`config.mk`:
```
export PLATFORM = sky130hd
export DESIGN_NAME = otp_mode_ctrl
export DESIGN_NICKNAME = d
export VERILOG_FILES = /design/src/rtl/otp_pkg.sv /design/src/rtl/otp_mode_dec.sv /design/src/rtl/otp_store.sv /design/src/rtl/otp_mode_ctrl.sv
export SDC_FILE = /design/constraint.sdc
export NUM_CORES = 1
export LEC_CHECK = 0
export BUFFER_PORTS_ARGS = -buffer_cell sky130_fd_sc_hd__buf_2
export CAP_MARGIN = 20
export CELL_PAD_IN_SITES_DETAIL_PLACEMENT = 0
export CELL_PAD_IN_SITES_GLOBAL_PLACEMENT = 1
export CORE_MARGIN = 8
export CORE_UTILIZATION = 48
export DETAILED_ROUTE_END_ITERATION = 6
export PLACE_DENSITY = 0.84
export SYNTH_ARGS = -nofsm -noshare
export SYNTH_HDL_FRONTEND = slang
export SYNTH_SLANG_ARGS = --single-unit
export TNS_END_PERCENT = 100
```
`constraint.sdc`:
```
create_clock -name clk -period 1.95 [get_ports clk]
set_clock_uncertainty 0.2 [all_clocks]
set_input_delay 0.4875 -clock clk [delete_from_list [all_inputs] [get_ports clk]]
set_output_delay 0.4875 -clock clk [all_outputs]
set_load 0.03 [all_outputs]
```
`src/rtl/otp_pkg.sv`:
```
package otp_pkg;
    localparam int unsigned BYTE_W = 8;

    typedef enum logic [2:0] {
        MODE_STANDBY,
        MODE_INHIBIT,
        MODE_OUTDIS,
        MODE_PROGRAM,
        MODE_VERIFY,
        MODE_READ,
        MODE_IDENT,
        MODE_GUARD
    } otp_mode_e;

    typedef struct packed {
        logic              drive;
        logic [BYTE_W-1:0] data;
    } otp_out_t;
endpackage

```
`src/rtl/otp_mode_dec.sv`:
```
module otp_mode_dec
    import otp_pkg::*;
(
    input  logic      ce_n,
    input  logic      oe_n,
    input  logic      pgm_n,
    input  logic      vpp_on,
    input  logic      a9_hv,
    output otp_mode_e mode
);
    always_comb begin
        if (ce_n) begin
            // deselected: supply present means inhibit, otherwise standby
            mode = vpp_on ? MODE_INHIBIT : MODE_STANDBY;
        end else if (oe_n) begin
            mode = (vpp_on && !pgm_n) ? MODE_PROGRAM : MODE_OUTDIS;
        end else if (vpp_on) begin
            // output gate open under supply: verify only with strobe idle
            mode = pgm_n ? MODE_VERIFY : MODE_GUARD;
        end else begin
            mode = a9_hv ? MODE_IDENT : MODE_READ;
        end
    end
endmodule

```
`src/rtl/otp_store.sv`:
```
module otp_store
    import otp_pkg::*;
#(
    parameter int unsigned ADDR_W = 6
) (
    input  logic              clk,
    input  logic              rst_n,
    input  logic              wr_en,
    input  logic [ADDR_W-1:0] addr,
    input  logic [BYTE_W-1:0] wr_byte,
    output logic [BYTE_W-1:0] rd_byte
);
    localparam int unsigned DEPTH = 1 << ADDR_W;

    logic [BYTE_W-1:0] cell_q [DEPTH];
    logic [BYTE_W-1:0] cell_d [DEPTH];

    // one clear-only update path per location
    for (genvar gi = 0; gi < DEPTH; gi++) begin : g_cell
        always_comb begin
            cell_d[gi] = cell_q[gi];
            if (wr_en && (addr == ADDR_W'(gi))) begin
                cell_d[gi] = cell_q[gi] & wr_byte;
            end
        end

        always_ff @(posedge clk or negedge rst_n) begin
            if (!rst_n) begin
                cell_q[gi] <= '1;
            end else begin
                cell_q[gi] <= cell_d[gi];
            end
        end
    end

    assign rd_byte = cell_q[addr];
endmodule

```
`src/rtl/otp_mode_ctrl.sv`:
```
module otp_mode_ctrl
    import otp_pkg::*;
#(
    parameter int unsigned ADDR_W   = 6,
    parameter logic [7:0]  MFR_CODE = 8'hC2,
    parameter logic [7:0]  DEV_CODE = 8'hCA
) (
    input  logic              clk,
    input  logic              rst_n,
    input  logic              ce_n,
    input  logic              oe_n,
    input  logic              pgm_n,
    input  logic              vpp_on,
    input  logic              a9_hv,
    input  logic [ADDR_W-1:0] addr,
    input  logic [7:0]        din,
    output logic [7:0]        dout,
    output logic              drive_en
);
    otp_mode_e         mode;
    logic [BYTE_W-1:0] stored;
    logic              wr_en;
    otp_out_t          out_d;
    otp_out_t          out_q;

    otp_mode_dec u_dec (
        .ce_n   (ce_n),
        .oe_n   (oe_n),
        .pgm_n  (pgm_n),
        .vpp_on (vpp_on),
        .a9_hv  (a9_hv),
        .mode   (mode)
    );

    assign wr_en = (mode == MODE_PROGRAM);

    otp_store #(.ADDR_W(ADDR_W)) u_store (
        .clk     (clk),
        .rst_n   (rst_n),
        .wr_en   (wr_en),
        .addr    (addr),
        .wr_byte (din),
        .rd_byte (stored)
    );

    always_comb begin
        out_d = '0;
        unique case (mode)
            MODE_READ, MODE_VERIFY: begin
                out_d.drive = 1'b1;
                out_d.data  = stored;
            end
            MODE_IDENT: begin
                out_d.drive = 1'b1;
                out_d.data  = addr[0] ? DEV_CODE : MFR_CODE;
            end
            default: out_d = '0;
        endcase
    end

    always_ff @(posedge clk or negedge rst_n) begin
        if (!rst_n) begin
            out_q <= '0;
        end else begin
            out_q <= out_d;
        end
    end

    assign drive_en = out_q.drive;
    assign dout     = out_q.data;
endmodule

```
==> results of run 1 <==
report_power, final:
part / leakage [nW] / internal (mW) / switching, mW
combinational: 4.35 / 0.532 / 0.869
clock: 0.866 / 6.06 / 4.27
sequential: 5.40 / 10.9 / 0.00758
total: 10.6 / 17.5 / 5.15
kinds of logic after synthesis:
group | Yosys count
AOI/OAI and AO/OA | 544
buffers and inverters | 108
DFF | 521
muxes | 167
and+or+nand+nor | 159
sequential cells by signal, summed over array words and instances (netlist names):
name,cells
drive_en,1
dout,8
u_store.cell_q,512
worst reg2reg max path: cells and delay by family (launching register included):
| kind | cells | cell delay (ns) |
|---|---|---|
| AO/OA/AOI/OAI | 1 | 0.17 |
| multiplexers | 3 | 1.30 |
| AND/OR/NAND/NOR | 1 | 0.04 |
| flip-flops | 1 | 0.37 |
worst min-delay path by stage:
stage,from,to,slack (ns),depth (start not counted)
finish,addr[4],dout[0],0.10,3
global route,din[5],u_store.cell_q[85],0.11,2
CTS,addr[4],dout[0],0.06,3
detailed placement,u_store.cell_q[425],u_store.cell_q[425],0.25,1
global placement,u_store.cell_q[423],u_store.cell_q[423],0.24,1
floorplan,rst_n,dout[0],-0.008,0
per-stage QoR:
stage / instance area, um^2 / setup WS [ns] / util [%]
2_1_floorplan: 22600 / -0.496 / -
3_3_place_gp: 25500 / -0.913 / 55.0
3_5_place_dp: 25500 / -0.947 / 55.0
4_1_cts: 27500 / -0.218 / 59.5
5_1_grt: 27800 / -0.281 / 60.2
6_report: 27800 / -0.255 / 60.2
cell type report:
type,count,area (um^2)
Fill cell,3372,18400
Clock inverter,28,304
Timing Repair Buffer,283,3100
Clock buffer,70,1490
Tap cell,607,759
Sequential cell,521,13700
Multi-Input combinational cell,870,8490
Inverter,1,3.75
routing by layer:
metal | track usage [%] | vias up
met1 | 31.1 | 7813
met5 | 0 | -
met4 | 7.53 | 0
met2 | 36.6 | 486
met3 | 4.21 | 130
li1 | - | 6052
timing repair:
item                                   in CTS  in global routing
resized for setup                          28                 35
pin swaps                                   6                  5
setup buffers                               4                 21
setup endpoints to repair                 327                179
gates cloned                                2                  0
endpoints found under the hold margin      26                  0
hold buffers                                3                  0
cells in the final DEF (no fill, tap or decap), types with 9 or more instances in the layout:
cell type and instances:
buf_4 172, o21a_1 512, clkbuf_16 54, nor2_1 16
clkbuf_8 11, buf_12 72, nand3_1 14, dfrtp_1 9
dfstp_2 512, nand2_1 63, mux2i_1 19, buf_2 23
clkinv_2 10, nand2_2 20, mux4_2 139
==> metrics.yaml, run 1 <==
status: "finished, violations left"
violations: "negative setup slack"
r2r_cells: 5
placedCellCount: 2253
synthSimpleGateAreaFrac_pct: 3.16
cap_violations: 0
ys_warn_count: 0
gr-usage-all-layers_pct: 22.8
r2r-end: "dout[5]"
crit_cells: 5
ys_top_cells_by_count: "dfstp_2, o21a_1, mux4_2"
placementRows: 79
totalPowerFinal_mw: 22.6
rsz0062_at_grt: "true"
p_leak_nw: 10.6
worstPathCellList: "mux4_2 -> mux4_2 -> mux2_4 -> o22ai_4 -> nor2_2"
worstPathRequired_ns: 2.23
cts_root_buf: "clkbuf_16"
worst_setup_path_start_kind: "register"
synth_fa_ha_area_share_pct: 0
ys_seq_elements: 521
crit_top_cell: "mux4_2"
hpwl_um: 39700
synthesis.nets: 1520
first_global_vias: 15500
worst_pin_slew_ns: 0.473
synth_xor_area_share_pct: 0
synth.top_cells.by_area: "dfstp_2, o21a_1, mux4_2"
period_minus_slack_ns: 2.21
pin_count: 30
grt-ovfl-total: 0
slowest_delay_ns: 0.51
setup.worst_path.class: "register to register"
power_density_mw_per_mm2: 812
synth_cells: 1499
fp.dieH_um: 232
grt_pass1_wl_um: 94900
insertion_delay_ns: 0.59
peakVddDrop_mv: 0.692
crit_path_end_kind: "register"
crit_path_start: "u_store.cell_q[197]"
cp_data_arrival_time_ns: 2.48
finalWorstSetupSlack_ns: -0.255
area_growth_syn_to_layout_pct: 24.5
vias: 14500
die-area_mm2: 0.0537
reg2reg_from: "u_store.cell_q[197]"
drtPass1Iterations: 5
worstPathMaxFanout: 2
fp.coreArea_mm2: 0.0463
synthFlopType: "dfstp_2"
highest_layer: "met4"
synthArstFlopShare_pct: 100
relSlewSlack_pct: 67.5
finalCritPeriodShare_pct: 113
max_freq_mhz: 453
antenna_found_initial: 0
dr_wl_met2_um: 29100
endpoint: "dout[5]"
synth_top_family_by_area: "compound AO/OA/AOI/OAI gates"
drt_iter0_drc: 1206
seq_area_frac_synth_pct: 61.2
clk_pin_slew_ns: 0.07
wl_met3_um: 3600
clock-sinks: 521
synth.largest_area_cell: "dfstp_2"
h-tree-depth: 2
viasPerCell: 6.08
hold_violations: 0
cts_tree: "yes"
met1_length_um: 25700
drv_slew: 0
synth_edf_count: 0
io_buffers: 29
gp_congestion: 0.871
critPathBufInv: 0
synthMuxAreaShare_pct: 15.3
num-nets-final: 1750
clockBufferDepth: 3
syn_avg_cell_area_um2: 14.9
cp_top_family: "multiplexers"
instances_no_fill: 2380
reg2reg_slack_ns: -0.26
drive_gt1_share_pct: 61.1
fin_tns_setup_ns: -0.641
ant_nets: 0
routedWlPerCell_um: 25.3
whs_ns: 0.104
antenna_cells: 0
die_x_um: 232
netlist_area_mm2: 0.0224
initial_utilization_pct: 48.3
hp-class: "input pin to register"
post-route-drc-count: 0
grt_max_degree: 86
cp_slowest_cell: "mux4_2"
setup_violations: 4
synth-compound-area-share_pct: 18.2
wl_um: 60200
synth_top_area_share_pct: 60.2
synth_cell_types: 37
cts_made_buffers: 52
No activity file was read; power rests on OpenSTA's default activity.
==> run 2: changes to the inputs <==
--- a/config.mk
+++ b/config.mk
@@ -5,14 +5,15 @@
 export SDC_FILE = /design/constraint.sdc
 export NUM_CORES = 1
 export LEC_CHECK = 0
+export ABC_AREA = 1
 export BUFFER_PORTS_ARGS = -buffer_cell sky130_fd_sc_hd__buf_2
 export CAP_MARGIN = 20
 export CELL_PAD_IN_SITES_DETAIL_PLACEMENT = 0
 export CELL_PAD_IN_SITES_GLOBAL_PLACEMENT = 1
 export CORE_MARGIN = 8
-export CORE_UTILIZATION = 48
+export CORE_UTILIZATION = 45
 export DETAILED_ROUTE_END_ITERATION = 6
-export PLACE_DENSITY = 0.84
+export PLACE_DENSITY = 0.85
 export SYNTH_ARGS = -nofsm -noshare
 export SYNTH_HDL_FRONTEND = slang
 export SYNTH_SLANG_ARGS = --single-unit
==> metrics.yaml, run 2 <==
status: "finished, violations left"
violations: "negative setup slack"
reg2reg_slack_ns: 0.07
peakVddDrop_mv: 0.768
p_leak_nw: 14.7
cap_violations: 0
power_density_mw_per_mm2: 840
drt_iter0_drc: 1457
ys_warn_count: 0
synth.top_cells.by_area: "dfstp_2, nand2_1, a21oi_1"
gp_congestion: 0.912
fp.dieH_um: 247
cts_tree: "yes"
r2r-end: "dout[5]"
hold_violations: 0
synth_cell_types: 27
hp-class: "input pin to register"
setup_violations: 1
num-nets-final: 2815
worst_pin_slew_ns: 0.476
synthArstFlopShare_pct: 100
worstPathMaxFanout: 10
wl_um: 69100
die_x_um: 247
drv_slew: 0
max_freq_mhz: 513
drive_gt1_share_pct: 33.8
fp.coreArea_mm2: 0.0534
viasPerCell: 5.38
gr-usage-all-layers_pct: 22.9
synth_top_area_share_pct: 55.8
placementRows: 85
clock-sinks: 521
cts_root_buf: "clkbuf_16"
ys_seq_elements: 521
nFillCells: 4673
grt_pass1_wl_um: 110000
synthesis.nets: 2637
largest_register: "u_store.cell_q"
min_from: "din[2]"
ys_top_cells_by_count: "nand2_1, dfstp_2, a21oi_1"
finalWorstSetupSlack_ns: -0.000374
r2r_cells: 8
synth_edf_count: 0
rsz0062_at_grt: "false"
antenna_found_initial: 1
placed_area_mm2: 0.0272
antenna_cells: 0
holdPathEnd: "u_store.cell_q[274]"
synth_cells: 2616
netlist_area_mm2: 0.0241
cts_made_buffers: 56
seq_area_frac_synth_pct: 56.8
initial_utilization_pct: 45.1
vias: 19000
yosysMostFrequentCell: "nand2_1"
insertion_delay_ns: 0.61
finalCritPeriodShare_pct: 100
drtPass1Iterations: 5
reg2reg_from: "u_store.cell_q[157]"
synthFlopType: "dfstp_2"
routedWlPerCell_um: 19.6
io_buffers: 29
ant_nets: 0
largest_reg_flops: 512
grt_max_degree: 81
holdPathStages: 4
synth.largest_area_cell: "dfstp_2"
clk_pin_slew_ns: 0.06
placedCellCount: 3431
grt-ovfl-total: 0
hpwl_um: 46000
worstPathRequired_ns: 2.28
post-route-drc-count: 0
worst_setup_path_start_kind: "input pin"
layout_common_cells: "nand2_1, dfstp_2, a21oi_1"
syn_avg_cell_area_um2: 9.21
clockBufferDepth: 3
first_global_vias: 19200
finish.instance_area_mm2: 0.0291
relSlewSlack_pct: 68.2
pin_count: 30
die-area_mm2: 0.0612
h-tree-depth: 2
period_minus_slack_ns: 1.95
crit_path_start: "addr[0]"
setup.worst_path.class: "input pin to register"
area_growth_syn_to_layout_pct: 20.6
crit_path_end_kind: "register"
whs_ns: 0.225
instances_no_fill: 3529
cp_data_arrival_time_ns: 2.28
final_common_cell: "nand2_1"
==> run 2: cell type report <==
type	instances	area [um^2]	area share (%)
Clock buffer	82	1650	5.68
Clock inverter	15	154	0.530
Inverter	334	1250	4.31
Multi-Input combinational cell	1623	8590	29.6
Sequential cell	521	13700	47.1
Tap cell	696	871	3.00
Timing Repair Buffer	258	2860	9.83
==> run 2: power by group <==
group | internal (mW) | leakage, nW | switching, mW | total, mW
Sequential | 11.4 | 5.46 | 0.0988 | 11.5
Combinational | 0.762 | 8.39 | 1.67 | 2.43
Clock | 6.20 | 0.900 | 4.27 | 10.5
==> run 2: cells by family after synthesis <==
group	Yosys count	share of synthesized area, %
compound gates	715	17.6
buf+inv	472	7.76
flops	521	56.8
simple gates	908	17.9
==> run 2: worst max path at each step <==
stage / end / cells past startpoint
final: dout[5] / 12
after CTS: dout[1] / 1
after global routing: dout[4] / 1
after floorplan: u_store.cell_q[296] / 8
after detailed placement: dout[0] / 13
after global placement: dout[0] / 13
==> run 2: what timing repair did <==
item / in CTS / in global routing
buffers inserted: 0 / 0
endpoints found under the hold margin: 12 / 0
hold buffers: 1 / 0
setup endpoints to repair: 6 / 10
gates resized for setup: 12 / 15
==> run 2: per-layer routing <==
metal  vias to the layer above  share of wire (%)  GRT usage [%]
met5                         -              0.013              0
met4                         2                2.2           5.80
met3                       125                7.0           4.93
met2                       569                 46           36.6
met1                      9532                 44           31.7
li1                       8741                  -              -
==> run 2: stage by stage <==
step | TNS [ns] | utilization (%) | power, mW | setup WS, ns
floorplan | 0 | - | 12.8 | 0.00492
global placement | -131.24 | 50.9 | 14.0 | -0.565
detailed placement | -162.51 | 50.9 | 14.0 | -0.588
CTS | 0 | 54.4 | 24.6 | 0.000829
global route | 0 | 54.4 | 25.3 | 0.00192
finish | -0.000374 | 54.4 | 24.4 | -0.000374
==> run 2: worst max-delay path: stages <==
cell     delay, ns
buf_4         0.16
buf_12        0.15
nor2_4        0.06
inv_2         0.09
buf_12        0.16
buf_4         0.18
o22ai_1       0.07
o21ai_0       0.17
nand2_1       0.11
o21ai_0       0.31
nand2_1       0.17
nor2_1        0.13
